--- src/rtl/dual_window_bridge.sv ---
module dual_window_bridge #(
  parameter int AW        = 16,
  parameter int LAW       = 10,
  parameter int BLK_LAW   = 8,
  parameter int MEM_WORDS = 768,
  parameter logic [(1<<(LAW-BLK_LAW))-1:0] BLK24 = 4'b0101
) (
  input  logic           clk,
  input  logic           rst_n,
  input  logic [AW-1:0]  unp_base,
  input  logic [AW-1:0]  pak_base,
  input  logic           start,
  input  logic           wr,
  input  logic [AW-1:0]  addr,
  input  logic [31:0]    wdata,
  input  logic [3:0]     be,
  output logic           ack,
  output logic           err,
  output logic [31:0]    rdata,
  output logic           mem_en,
  output logic           mem_we,
  output logic [LAW-1:0] mem_addr,
  output logic [23:0]    mem_wdata,
  output logic [23:0]    mem_wmask,
  input  logic [23:0]    mem_rdata,
  output logic           mem_w24
);
  localparam int UNP_BYTES = 4 * (2 ** LAW);
  localparam int PAK_BYTES = 2 * (2 ** LAW);
  localparam logic [LAW:0] MEM_LIM = (LAW+1)'(MEM_WORDS);

  typedef enum logic [1:0] {S_IDLE, S_ACC0, S_ACC1, S_FIN} st_t;
  st_t st;
  logic pak_q, err_q;
  logic [LAW-1:0] base_q;
  logic [15:0] lo_q;

  logic [AW-1:0] uoff, poff;
  logic [LAW-1:0] uloc, ploc;
  logic uhit, phit, good;
  assign uoff = addr - unp_base;
  assign poff = addr - pak_base;
  assign uhit = uoff < AW'(UNP_BYTES);
  assign phit = !uhit && (poff < AW'(PAK_BYTES));
  assign uloc = uoff[LAW+1:2];
  assign ploc = {poff[LAW:2], 1'b0};
  assign good = uhit ? ({1'b0, uloc} < MEM_LIM) : (phit && ({1'b0, ploc} < MEM_LIM));

  always_ff @(posedge clk) begin
    if (!rst_n) begin
      st <= S_IDLE; pak_q <= 1'b0; err_q <= 1'b0; base_q <= '0; lo_q <= '0;
    end else begin
      case (st)
        S_IDLE: if (start) begin
          pak_q  <= !uhit;
          base_q <= uhit ? uloc : ploc;
          err_q  <= !good;
          st     <= good ? S_ACC0 : S_FIN;
        end
        S_ACC0: st <= pak_q ? S_ACC1 : S_FIN;
        S_ACC1: begin lo_q <= half_rd; st <= S_FIN; end
        default: st <= S_IDLE;
      endcase
    end
  end

  logic hsel, hen;
  logic [15:0] hdat, half_rd;
  assign hsel = (st == S_ACC1);
  assign hdat = hsel ? wdata[31:16] : wdata[15:0];
  assign hen  = hsel ? &be[3:2] : &be[1:0];

  assign mem_en   = (st == S_ACC0) || hsel;
  assign mem_we   = mem_en && wr;
  assign mem_addr = {base_q[LAW-1:1], base_q[0] | hsel};
  assign mem_w24  = BLK24[mem_addr[LAW-1:BLK_LAW]];
  assign half_rd  = mem_w24 ? mem_rdata[23:8] : mem_rdata[15:0];

  always_comb begin
    if (pak_q) begin
      mem_wdata = mem_w24 ? {hdat, 8'h00} : {8'h00, hdat};
      mem_wmask = mem_w24 ? {{16{hen}}, 8'h00} : {8'h00, {16{hen}}};
    end else if (mem_w24) begin
      mem_wdata = wdata[23:0];
      mem_wmask = {{8{be[2]}}, {8{be[1]}}, {8{be[0]}}};
    end else begin
      mem_wdata = {8'h00, wdata[23:8]};
      mem_wmask = {8'h00, {8{be[2]}}, {8{be[1]}}};
    end
  end

  assign ack   = (st == S_FIN);
  assign err   = ack && err_q;
  assign rdata = err_q ? 32'hFFFF_FFFF :
                 pak_q ? {half_rd, lo_q} :
                 mem_w24 ? {8'h00, mem_rdata} : {8'h00, mem_rdata[15:0], 8'h00};

  p_ack_pulse_r7: assert property (@(posedge clk) disable iff (!rst_n) ack |=> !ack);
  p_err_with_ack_r8: assert property (@(posedge clk) disable iff (!rst_n) err |-> ack);
  p_err_quiet_r8: assert property (@(posedge clk) disable iff (!rst_n) err |-> !$past(mem_en));
  p_cell_exists_r8: assert property (@(posedge clk) disable iff (!rst_n) mem_en |-> ({1'b0, mem_addr} < MEM_LIM));
  p_pair_order_r3: assert property (@(posedge clk) disable iff (!rst_n)
    (mem_en && $past(mem_en)) |-> (mem_addr == $past(mem_addr) + LAW'(1)) && mem_addr[0]);
  p_narrow_mask_r2: assert property (@(posedge clk) disable iff (!rst_n)
    (mem_we && !mem_w24) |-> (mem_wmask[23:16] == 8'h00));
  p_keep_low_r4: assert property (@(posedge clk) disable iff (!rst_n)
    (mem_we && mem_w24 && pak_q) |-> (mem_wmask[7:0] == 8'h00));
endmodule

--- config.mk ---
export PLATFORM = sky130hd
export DESIGN_NAME = dual_window_bridge
export DESIGN_NICKNAME = d
export VERILOG_FILES = /design/src/rtl/dual_window_bridge.sv
export SDC_FILE = /design/constraint.sdc
export NUM_CORES = 1
export LEC_CHECK = 0
export BUFFER_PORTS_ARGS = -buffer_cell sky130_fd_sc_hd__buf_2
export CORE_ASPECT_RATIO = 1.5
export CORE_MARGIN = 5
export CORE_UTILIZATION = 44
export DETAILED_ROUTE_END_ITERATION = 10
export PLACE_DENSITY = 0.8
export SLEW_MARGIN = 20
export SYNTH_ARGS = -nofsm -noshare
export SYNTH_HDL_FRONTEND = slang
export SYNTH_SLANG_ARGS = --single-unit
export TNS_END_PERCENT = 10
--- constraint.sdc ---
create_clock -name clk -period 2.6 [get_ports clk]
set_clock_uncertainty 0.2 [all_clocks]
set_input_delay 0.26 -clock clk [delete_from_list [all_inputs] [get_ports clk]]
set_output_delay 0.26 -clock clk [all_outputs]
set_load 0.05 [all_outputs]
Yosys cells after proc, flatten, opt, wreduce, memory -nomap -nowiden
Index checks and enable logic that the tools add are counted.
{ "word_totals": {"ff_bits": 30, "latchBits": 0, "mem_bits_rw": 0, "rom_bits": 0, "inputBits": 112, "output_inout_bits": 95, "word_cells": 48, "n_memories": 0} }
{ "op_classes": {"n_addsub": 2, "mul": 0, "n_div": 0, "n_lt_le_gt_ge": 5, "eq_ne": 4, "n_shift": 0, "muxes": 20, "bitwise": 1, "n_reduce_logical": 11} }
{ "ops": {"columns": ["cell", "count"], "rows": [
  ["2-to-1 mux 24 bit", 7],
  ["2-to-1 mux 32 bit", 2],
  ["2-to-1 mux 16 bit", 2],
  ["subtractor 16 bit", 2],
  ["less-than comparator 10 bit (second input constant)", 2],
  ["less-than comparator 16 x 12 -> 1 bit (second input constant)", 1],
  ["less-than comparator 16 x 13 -> 1 bit (second input constant)", 1],
  ["2-to-1 mux 10 bit", 1],
  ["case mux 2 bit (3 select lines)", 1],
  ["AND reduction 2 bit", 3],
  ["== test 2 bit (second input constant)", 2],
  ["logical AND 1 bit", 4],
  ["2-to-1 mux 1 bit", 4],
  ["2-to-1 mux 2 bit", 2],
  ["less-than comparator 2 x 3 -> 1 bit (second input constant)", 1],
  ["binary-select mux 1 bit (select 2 bit)", 1],
  ["== test 2 x 1 -> 1 bit (second input constant)", 1],
  ["logical NOT 1 bit", 2],
  ["logical NOT 2 bit", 1],
  ["!= test 2 bit (second input constant)", 1],
  ["logical OR 1 bit", 1],
  ["bitwise OR 1 bit", 1]
]} }

Logic depth before layout (Yosys ltp)
Gate-level depths: netlist (run 1).
{ "depth": {"ltp_word": 9, "mapped_depth": 12, "mapped_depth_nobuf": 10} }

Worst setup path before layout (run 1)
No wires, ideal clock.
{ "synth_timing": {"path_kind": "flip-flop to output port", "from": "reg st[0]", "to": "out mem_wmask[1]", "arrival_time_ps": 3563, "required_time_ps": 2140, "setup_slack_ps": -1423, "stages_incl_launch_ff": 10, "n_path_buf": 4, "cell_sequence": "dfxtp_1 -> inv_1 -> ha_1 -> clkbuf_1 -> buf_1 -> clkbuf_1 -> o211ai_1 -> o21ai_0 -> o21ai_0 -> buf_4"} }
{ "synth_via": {"elab_chain_cells": 4} }
{ "synth_rtl": {"columns": ["item", "line", "source"], "rows": [
  ["start, declared", "33", "st_t st;"],
  ["start signal, assigned", "58", "st <= good ? S_ACC0 : S_FIN;"],
  ["start signal, assigned", "60", "S_ACC0: st <= pak_q ? S_ACC1 : S_FIN;"],
  ["== test 2 bit", "69", "assign hsel = (st == S_ACC1);"],
  ["2-to-1 mux 1 bit", "71", "assign hen = hsel ? &be[3:2] : &be[1:0];"],
  ["2-to-1 mux 24 bit", "82", "mem_wmask = mem_w24 ? {{16{hen}}, 8'h00} : {8'h00, {16{hen}}};"],
  ["2-to-1 mux 24 bit", "80", "if (pak_q) begin"],
  ["end, declared", "24", "output logic [23:0] mem_wmask,"]
]} }
No other way between the ends.

Worst setup path in the final report (run 1)
{ "layout_timing": {"from": "in pak_base[2]", "to": "reg st[1]"} }
{ "layout_via": {"elab_chain_cells": 8, "elab_cells_between_ends": 9, "cone_classes": "1 x add/sub; 2 x order compare; 4 x mux; 2 x reduce/logical"} }
{ "layout_rtl": {"columns": ["item", "line", "source"], "rows": [
  ["start, declared", "11", "input logic [AW-1:0] pak_base,"],
  ["subtractor 16 bit *", "42", "assign poff = addr - pak_base;"],
  ["less-than comparator 16 x 12 -> 1 bit", "44", "assign phit = !uhit && (poff < AW'(PAK_BYTES));"],
  ["logical AND 1 bit", "44", null],
  ["logical AND 1 bit *", "47", "assign good = uhit ? ({1'b0, uloc} < MEM_LIM) : (phit && ({1'b0, ploc} < MEM_LIM));"],
  ["2-to-1 mux 1 bit *", "47", null],
  ["2-to-1 mux 2 bit *", "58", null],
  ["2-to-1 mux 2 bit *", "54", "S_IDLE: if (start) begin"],
  ["case mux 2 bit (3 select lines) *", "53", "case (st)"]
]} }
Mark *: on every way between the ends. The rest lies on a longest branch, timed or not. The select of a mux whose other input is x is not followed.
A chain may end at the register's enable or synchronous reset.

==> results.sh, run 1 <==
export IMPL_floorplan_initialDensity=0.4482
export IMPL_wl_um=15170
export IMPL_grt_max_degree=42
export IMPL_synth_top_family_by_area="multiplexers"
export IMPL_filler_cell_count=855
export IMPL_grt_usage=0.2288
export IMPL_final_nets=920
export IMPL_fmax_mhz=367.5
export IMPL_cp_slowest_cell="or4b_1"
export IMPL_globalRouteOverflowTotal=0
export IMPL_die_height_um=131.7
export IMPL_place_worst_setup_slack_ns=-0.4780
export IMPL_status="complete, but fails checks"
export IMPL_grt_pass1_wl_um=23260
export IMPL_hold_class="input port to flop"
export IMPL_async_flop_share=0
export IMPL_worst_pin_slew_ns=0.7180
export IMPL_rows=44
export IMPL_drt_antenna_violating_nets=0
export IMPL_startpoint_type="input port"
export IMPL_clk_pin_slew_ns=0.05
export IMPL_synth_compound_area_frac=0.2089
export IMPL_antenna_found_initial=6
export IMPL_cts_tree="yes"
export IMPL_maxSlewViolCount=0
export IMPL_p_per_area_mw_per_mm2=1059
export IMPL_drive_gt1_frac=0.4710
export IMPL_ys_seq_elements=30
export IMPL_ir_drop_mv=0.9047
export IMPL_cap_viol_max_count=0
export IMPL_cts_root_buf="clkbuf_16"
export IMPL_cts_buffer_depth=2
export IMPL_drtIter0Drc=103
export IMPL_dp_cells=878
export IMPL_synthAdderAreaFrac=0.09219
export IMPL_clkLatencyLatePin_ns=0.27
export IMPL_fin_total_pwr_mw=6.596
export IMPL_end_kind="flop"
export IMPL_via_per_inst=5.583
export IMPL_synth_edf_count=0
export IMPL_final_area_mm2=0.006230
export IMPL_crit_buf_inv=2
export IMPL_crit_required_ns=2.55
export IMPL_grt_pass1_vias=4833
export IMPL_synth_simple_area_share=0.1642
export IMPL_slew_headroom=0.5184
export IMPL_io_buffers=206
export IMPL_final_cells=894
export IMPL_p_leak_nw=3.106
export IMPL_fin_tns_setup_ns=-0.4439
export IMPL_finalSetupViolCount=12
export IMPL_critPathKind="input port to flop"
export IMPL_synth_area_mux_share=0.2489
export IMPL_gp_congestion=0.8912
export IMPL_fin_crit_sh=1.047
export IMPL_rsz0062_at_grt="true"
export IMPL_path_max_fanout=2
export IMPL_netlist_area_mm2=0.004343
export IMPL_clock_sinks=30
export IMPL_hold_viol=0
export IMPL_fin_ws_ns=-0.1214
export IMPL_placedInstanceArea_mm2=0.005738
export IMPL_violations="setup timing"
export IMPL_ys_warn_count=0
export IMPL_drt_pre_antenna_iters=4
export IMPL_drc_errors=0
export IMPL_critPathTopFamily="compound AO/OA/AOI/OAI gates"
export IMPL_htreeDepth=2
export IMPL_die_w_um=91.12
export IMPL_syn_avg_cell_area_um2=7.797
export IMPL_seq_area_frac_synth=0.1383
export IMPL_dieArea_mm2=0.01200
export IMPL_core_mm2=0.009689
export IMPL_critPathMaxStageDelay_ns=0.47
export IMPL_hpwl_um=12110
export IMPL_path_cells="buf_6 -> inv_4 -> ha_4 -> a21o_1 -> a31o_1 -> a211oi_2 -> o31ai_1 -> or4b_1 -> a2111o_1 -> o41ai_2 -> o21ai_1"
export IMPL_cts_buffers=5
export IMPL_area_growth_syn_to_layout_pct=43.45
export IMPL_io_pins=207
export IMPL_min_period_ns=2.721
export IMPL_arrival_ns=2.67
export IMPL_vias=4991
export IMPL_synth_xor_area_frac=0.03832
export IMPL_yosys_most_used_dff="dfxtp_1"
export IMPL_wl_per_cell_um=16.97
export IMPL_synth_net_count=701
export IMPL_syn_inst=557
export IMPL_synth_distinct_cells=57
export IMPL_holdBufCountCts=0
-- tightest hold or removal path: stages --
cell and delay, ns:
buf_2 0.15, o21ai_0 0.09, nor2_1 0.04
-- through the flow --
step / utilization / hold WS [ns]
floorplan: - / 0.2267
CTS: 0.6204 / 0.1170
global route: 0.6424 / 0.1274
finish: 0.6429 / 0.1168
detailed placement: 0.5922 / 0.2469
global placement: 0.5922 / 0.2373
-- state kept, by name, summed over array words and instances (netlist names) --
register,count
err_q,1
base_q,10
pak_q,1
st,2
lo_q,16
-- cell usage after synthesis, types with 2 or more instances --
| master | instances | area [um^2] |
|---|---|---|
| nor2_1 | 64 | 240.2 |
| mux2i_1 | 54 | 540.5 |
| nand2_1 | 45 | 168.9 |
| ha_1 | 32 | 400.4 |
| inv_1 | 32 | 120.1 |
| mux2_2 | 32 | 360.4 |
| buf_4 | 31 | 232.7 |
| dfxtp_1 | 30 | 600.6 |
| clkbuf_1 | 25 | 93.84 |
| o21ai_0 | 22 | 110.1 |
| a21oi_1 | 21 | 105.1 |
| a21o_1 | 19 | 142.6 |
| xnor2_1 | 14 | 122.6 |
| a211oi_1 | 12 | 90.09 |
| nand2b_1 | 12 | 75.07 |
| nor3_1 | 12 | 60.06 |
| a221o_1 | 8 | 80.08 |
| mux4_2 | 8 | 180.2 |
| nand3_1 | 7 | 35.03 |
| o21ai_1 | 6 | 30.03 |
| and3_1 | 5 | 31.28 |
| o211ai_1 | 5 | 37.54 |
| xor2_1 | 5 | 43.79 |
| a211o_1 | 4 | 35.03 |
| and2_1 | 4 | 25.02 |
| a2111oi_0 | 3 | 26.28 |
| a31oi_1 | 3 | 18.77 |
| buf_1 | 3 | 11.26 |
| o21a_1 | 3 | 22.52 |
| or2_2 | 3 | 18.77 |
| a22oi_1 | 2 | 15.01 |
| inv_2 | 2 | 7.510 |
| nor2b_1 | 2 | 12.51 |
| o21bai_1 | 2 | 15.01 |
| o311a_1 | 2 | 20.02 |
| o31ai_1 | 2 | 15.01 |
-- worst paths after layout --
path / from / end / slack (ns) / depth (start not counted)
hold reg to reg: base_q[0] / base_q[0] / 0.25 / 2
setup / recovery: pak_base[2] / st[1] / -0.12 / 11
hold / removal: rst_n / base_q[4] / 0.12 / 3
setup reg to reg: st[1] / base_q[4] / 0.96 / 7
-- layout by cell type, fill, tap and decap left out, drive strengths merged, types with 12 or more instances in the layout --
cell | netlist | final
ha | 32 | 32
buf | 35 | 270
xnor2 | 14 | 14
mux2 | 32 | 32
a21o | 19 | 19
inv | 34 | 34
o21ai | 28 | 28
nand2b | 12 | 12
dfxtp | 30 | 30
a21oi | 21 | 21
nor2 | 64 | 64
nand2 | 45 | 45
nor3 | 12 | 12
mux2i | 54 | 54
a211oi | 13 | 13
-- cell families (layout without fill, tap and decap cells) --
family | count (synthesis) | in the layout
compound gates | 127 | 127
xor+xnor | 19 | 19
fa+ha+maj | 32 | 32
buf+inv | 95 | 315
flops | 30 | 30
mux | 94 | 94
other cells | 0 | 2
simple gates | 160 | 160
-- power breakdown --
group / switching (mW) / leakage, nW / internal [mW]
clock network: 0.187 / 0.0739 / 0.378
logic: 3.68 / 2.78 / 1.66
registers: 0.0966 / 0.247 / 0.594
-- area by class of cell --
type / instances / area (um^2) / area share
diodes: 2 / 5.005 / 0.0008034
clock inverters: 1 / 5.005 / 0.0008034
clock buffers: 7 / 142.6 / 0.02290
inverters: 35 / 133.9 / 0.02149
well taps: 115 / 143.9 / 0.02310
multi-input cells: 432 / 3482 / 0.5589
flip-flops and latches: 30 / 603.1 / 0.09681
repair buffers: 272 / 1714 / 0.2752
-- what timing repair did --
action	CTS	global route
gates resized for setup	34	29
setup endpoints to repair	29	35
gates cloned	0	2
pin swaps	3	15
buffers inserted	1	3
-- metal layers --
layer | global-route usage | vias to the layer above | routed length, um
met1 | 0.2364 | 2305 | 5256
met4 | 0.08646 | 8 | 550
li1 | - | 2411 | -
met2 | 0.4306 | 223 | 8004
met3 | 0.06007 | 44 | 1313
met5 | 0 | - | 49
Power figures use the tool's default switching activity.
==> run 2, diff against run 1 <==
--- a/config.mk
+++ b/config.mk
@@ -10,6 +10,7 @@
 export CORE_MARGIN = 5
 export CORE_UTILIZATION = 44
 export DETAILED_ROUTE_END_ITERATION = 10
+export GPL_TIMING_DRIVEN = 0
 export PLACE_DENSITY = 0.8
 export SLEW_MARGIN = 20
 export SYNTH_ARGS = -nofsm -noshare
==> results.sh, run 2 (synthesis results as in run 1) <==
export IMPL_hold_class="input port to flop"
export IMPL_arrival_ns=2.73
export IMPL_io_buffers=205
export IMPL_htreeDepth=2
export IMPL_multiInputGateArea_mm2=0.003556
export IMPL_r2r_end="st[0]"
export IMPL_rr_worst_depth=10
export IMPL_fin_tns_setup_ns=-1.685
export IMPL_final_cells=900
export IMPL_hold_path_endpoint="base_q[0]"
export IMPL_wl_per_cell_um=18.90
export IMPL_place_worst_setup_slack_ns=-0.7263
export IMPL_core_mm2=0.009689
export IMPL_rsz0062_at_grt="true"
export IMPL_largestRegisters="lo_q: 16 flops, base_q: 10 flops, st: 2 flops"
export IMPL_drc_errors=0
export IMPL_reg2reg_from="st[1]"
export IMPL_fmax_mhz=359.9
export IMPL_finalSetupViolCount=27
export IMPL_grt_pass1_vias=5284
export IMPL_placedInstanceArea_mm2=0.005613
export IMPL_filler_cell_count=833
export IMPL_cap_viol_max_count=0
export IMPL_die_height_um=131.7
export IMPL_grt_usage=0.2639
export IMPL_gp_congestion=0.9229
export IMPL_crit_required_ns=2.55
export IMPL_top_register="lo_q"
export IMPL_critPathMaxStageDelay_ns=0.48
export IMPL_final_cell_mix="179 x buf_2, 62 x nor2_1, 53 x mux2i_1, 45 x buf_4, 43 x nand2_1"
export IMPL_drt_pre_antenna_iters=5
export IMPL_critPathKind="input port to flop"
export IMPL_cts_root_buf="clkbuf_16"
export IMPL_globalRouteOverflowTotal=0
export IMPL_final_nets=929
export IMPL_status="complete, but fails checks"
export IMPL_largest_reg_flops=16
export IMPL_cts_tree="yes"
export IMPL_p_leak_nw=3.144
export IMPL_fin_crit_sh=1.069
export IMPL_floorplan_initialDensity=0.4482
export IMPL_grt_max_degree=11
export IMPL_min_path_cells=4
export IMPL_wl_um=17010
export IMPL_p_per_area_mw_per_mm2=1137
export IMPL_drtIter0Drc=150
export IMPL_crit_buf_inv=2
export IMPL_cts_buffers=5
export IMPL_vias=5148
export IMPL_startpoint_type="input port"
export IMPL_worst_pin_slew_ns=0.6607
export IMPL_rows=44
export IMPL_min_period_ns=2.779
export IMPL_dp_cells=877
export IMPL_cts_buffer_depth=2
export IMPL_layout_commonest_cell="buf_2"
export IMPL_hold_viol=0
export IMPL_fin_total_pwr_mw=7.281
export IMPL_area_growth_syn_to_layout_pct=47.45
export IMPL_via_per_inst=5.720
export IMPL_dieArea_mm2=0.01200
export IMPL_final_area_mm2=0.006404
export IMPL_drt_antenna_violating_nets=0
export IMPL_fin_ws_ns=-0.1786
export IMPL_hpwl_um=13700
export IMPL_clock_sinks=30
export IMPL_path_cells="buf_6 -> inv_4 -> ha_4 -> a21o_1 -> a31o_4 -> a211oi_4 -> o31ai_4 -> or4b_1 -> a2111o_1 -> o41ai_4 -> o21ai_1"
export IMPL_reg2reg_slack_ns=0.57
export IMPL_maxSlewViolCount=0
export IMPL_antenna_found_initial=3
export IMPL_clkLatencyLatePin_ns=0.27
export IMPL_slew_headroom=0.5596
export IMPL_drive_gt1_frac=0.4650
export IMPL_clk_pin_slew_ns=0.05
export IMPL_min_delay_start="start"
export IMPL_critPathTopFamily="compound AO/OA/AOI/OAI gates"
export IMPL_path_max_fanout=3
export IMPL_startpoint="pak_base[2]"
export IMPL_io_pins=207
export IMPL_seq_area_um2=601.8
export IMPL_ir_drop_mv=1.174
export IMPL_cp_slowest_cell="or4b_1"
export IMPL_end_kind="flop"
export IMPL_antenna_cells=0
export IMPL_die_w_um=91.12
export IMPL_grt_pass1_wl_um=26000
export IMPL_violations="setup timing"
==> run 2: worst max path at each step <==
stage	slack [ns]	to	cells after the start
floorplan	-0.32	mem_wdata[22]	5
global placement	-0.64	err_q	11
detailed placement	-0.73	st[1]	11
CTS	-0.31	st[1]	11
global route	-0.24	st[1]	11
finish	-0.18	st[1]	11
==> run 2: layout make-up <==
type                       count  share of cell area
timing repair buffer         222              0.2157
sequential                    30             0.09398
buffer                        59             0.07014
tap                          115             0.02247
inverter                      35             0.02169
multi-input combinational    432              0.5553
clock buffer                   7             0.02071
==> run 2: worst min-delay path, cell delays in order <==
cell	delay [ns]
buf_2	0.09
nand2_1	0.11
nand2_1	0.09
a21oi_1	0.05
==> run 2: per-layer routing <==
| metal | track usage | share of wire | vias up |
|---|---|---|---|
| li1 | - | - | 2423 |
| met1 | 0.2497 | 0.33 | 2384 |
| met2 | 0.5132 | 0.55 | 269 |
| met3 | 0.05892 | 0.079 | 66 |
| met4 | 0.1338 | 0.042 | 6 |
| met5 | 0 | 0.0024 | - |
==> run 2: report_power, final <==
group          switching (mW)  internal [mW]  leakage [nW]  total [mW]
Combinational            3.97           2.12          2.83        6.09
Sequential             0.0736          0.593         0.247       0.667
Clock                   0.181          0.348        0.0640       0.529
==> run 2: what timing repair did <==
| action | 4_1_cts | 5_1_grt |
|---|---|---|
| pin swaps | 10 | 12 |
| setup buffers | 13 | 3 |
| hold buffers | 0 | 0 |
| gates resized for setup | 95 | 37 |
| endpoints found under the setup margin | 87 | 69 |
| gates cloned | 1 | 0 |
==> run 2: through the flow <==
stage	hold WS [ns]	util
2_1_floorplan	0.2267	-
3_3_place_gp	0.2404	0.5793
3_5_place_dp	0.2494	0.5793
4_1_cts	0.1905	0.6426
5_1_grt	0.2190	0.6609
6_report	0.1869	0.6609
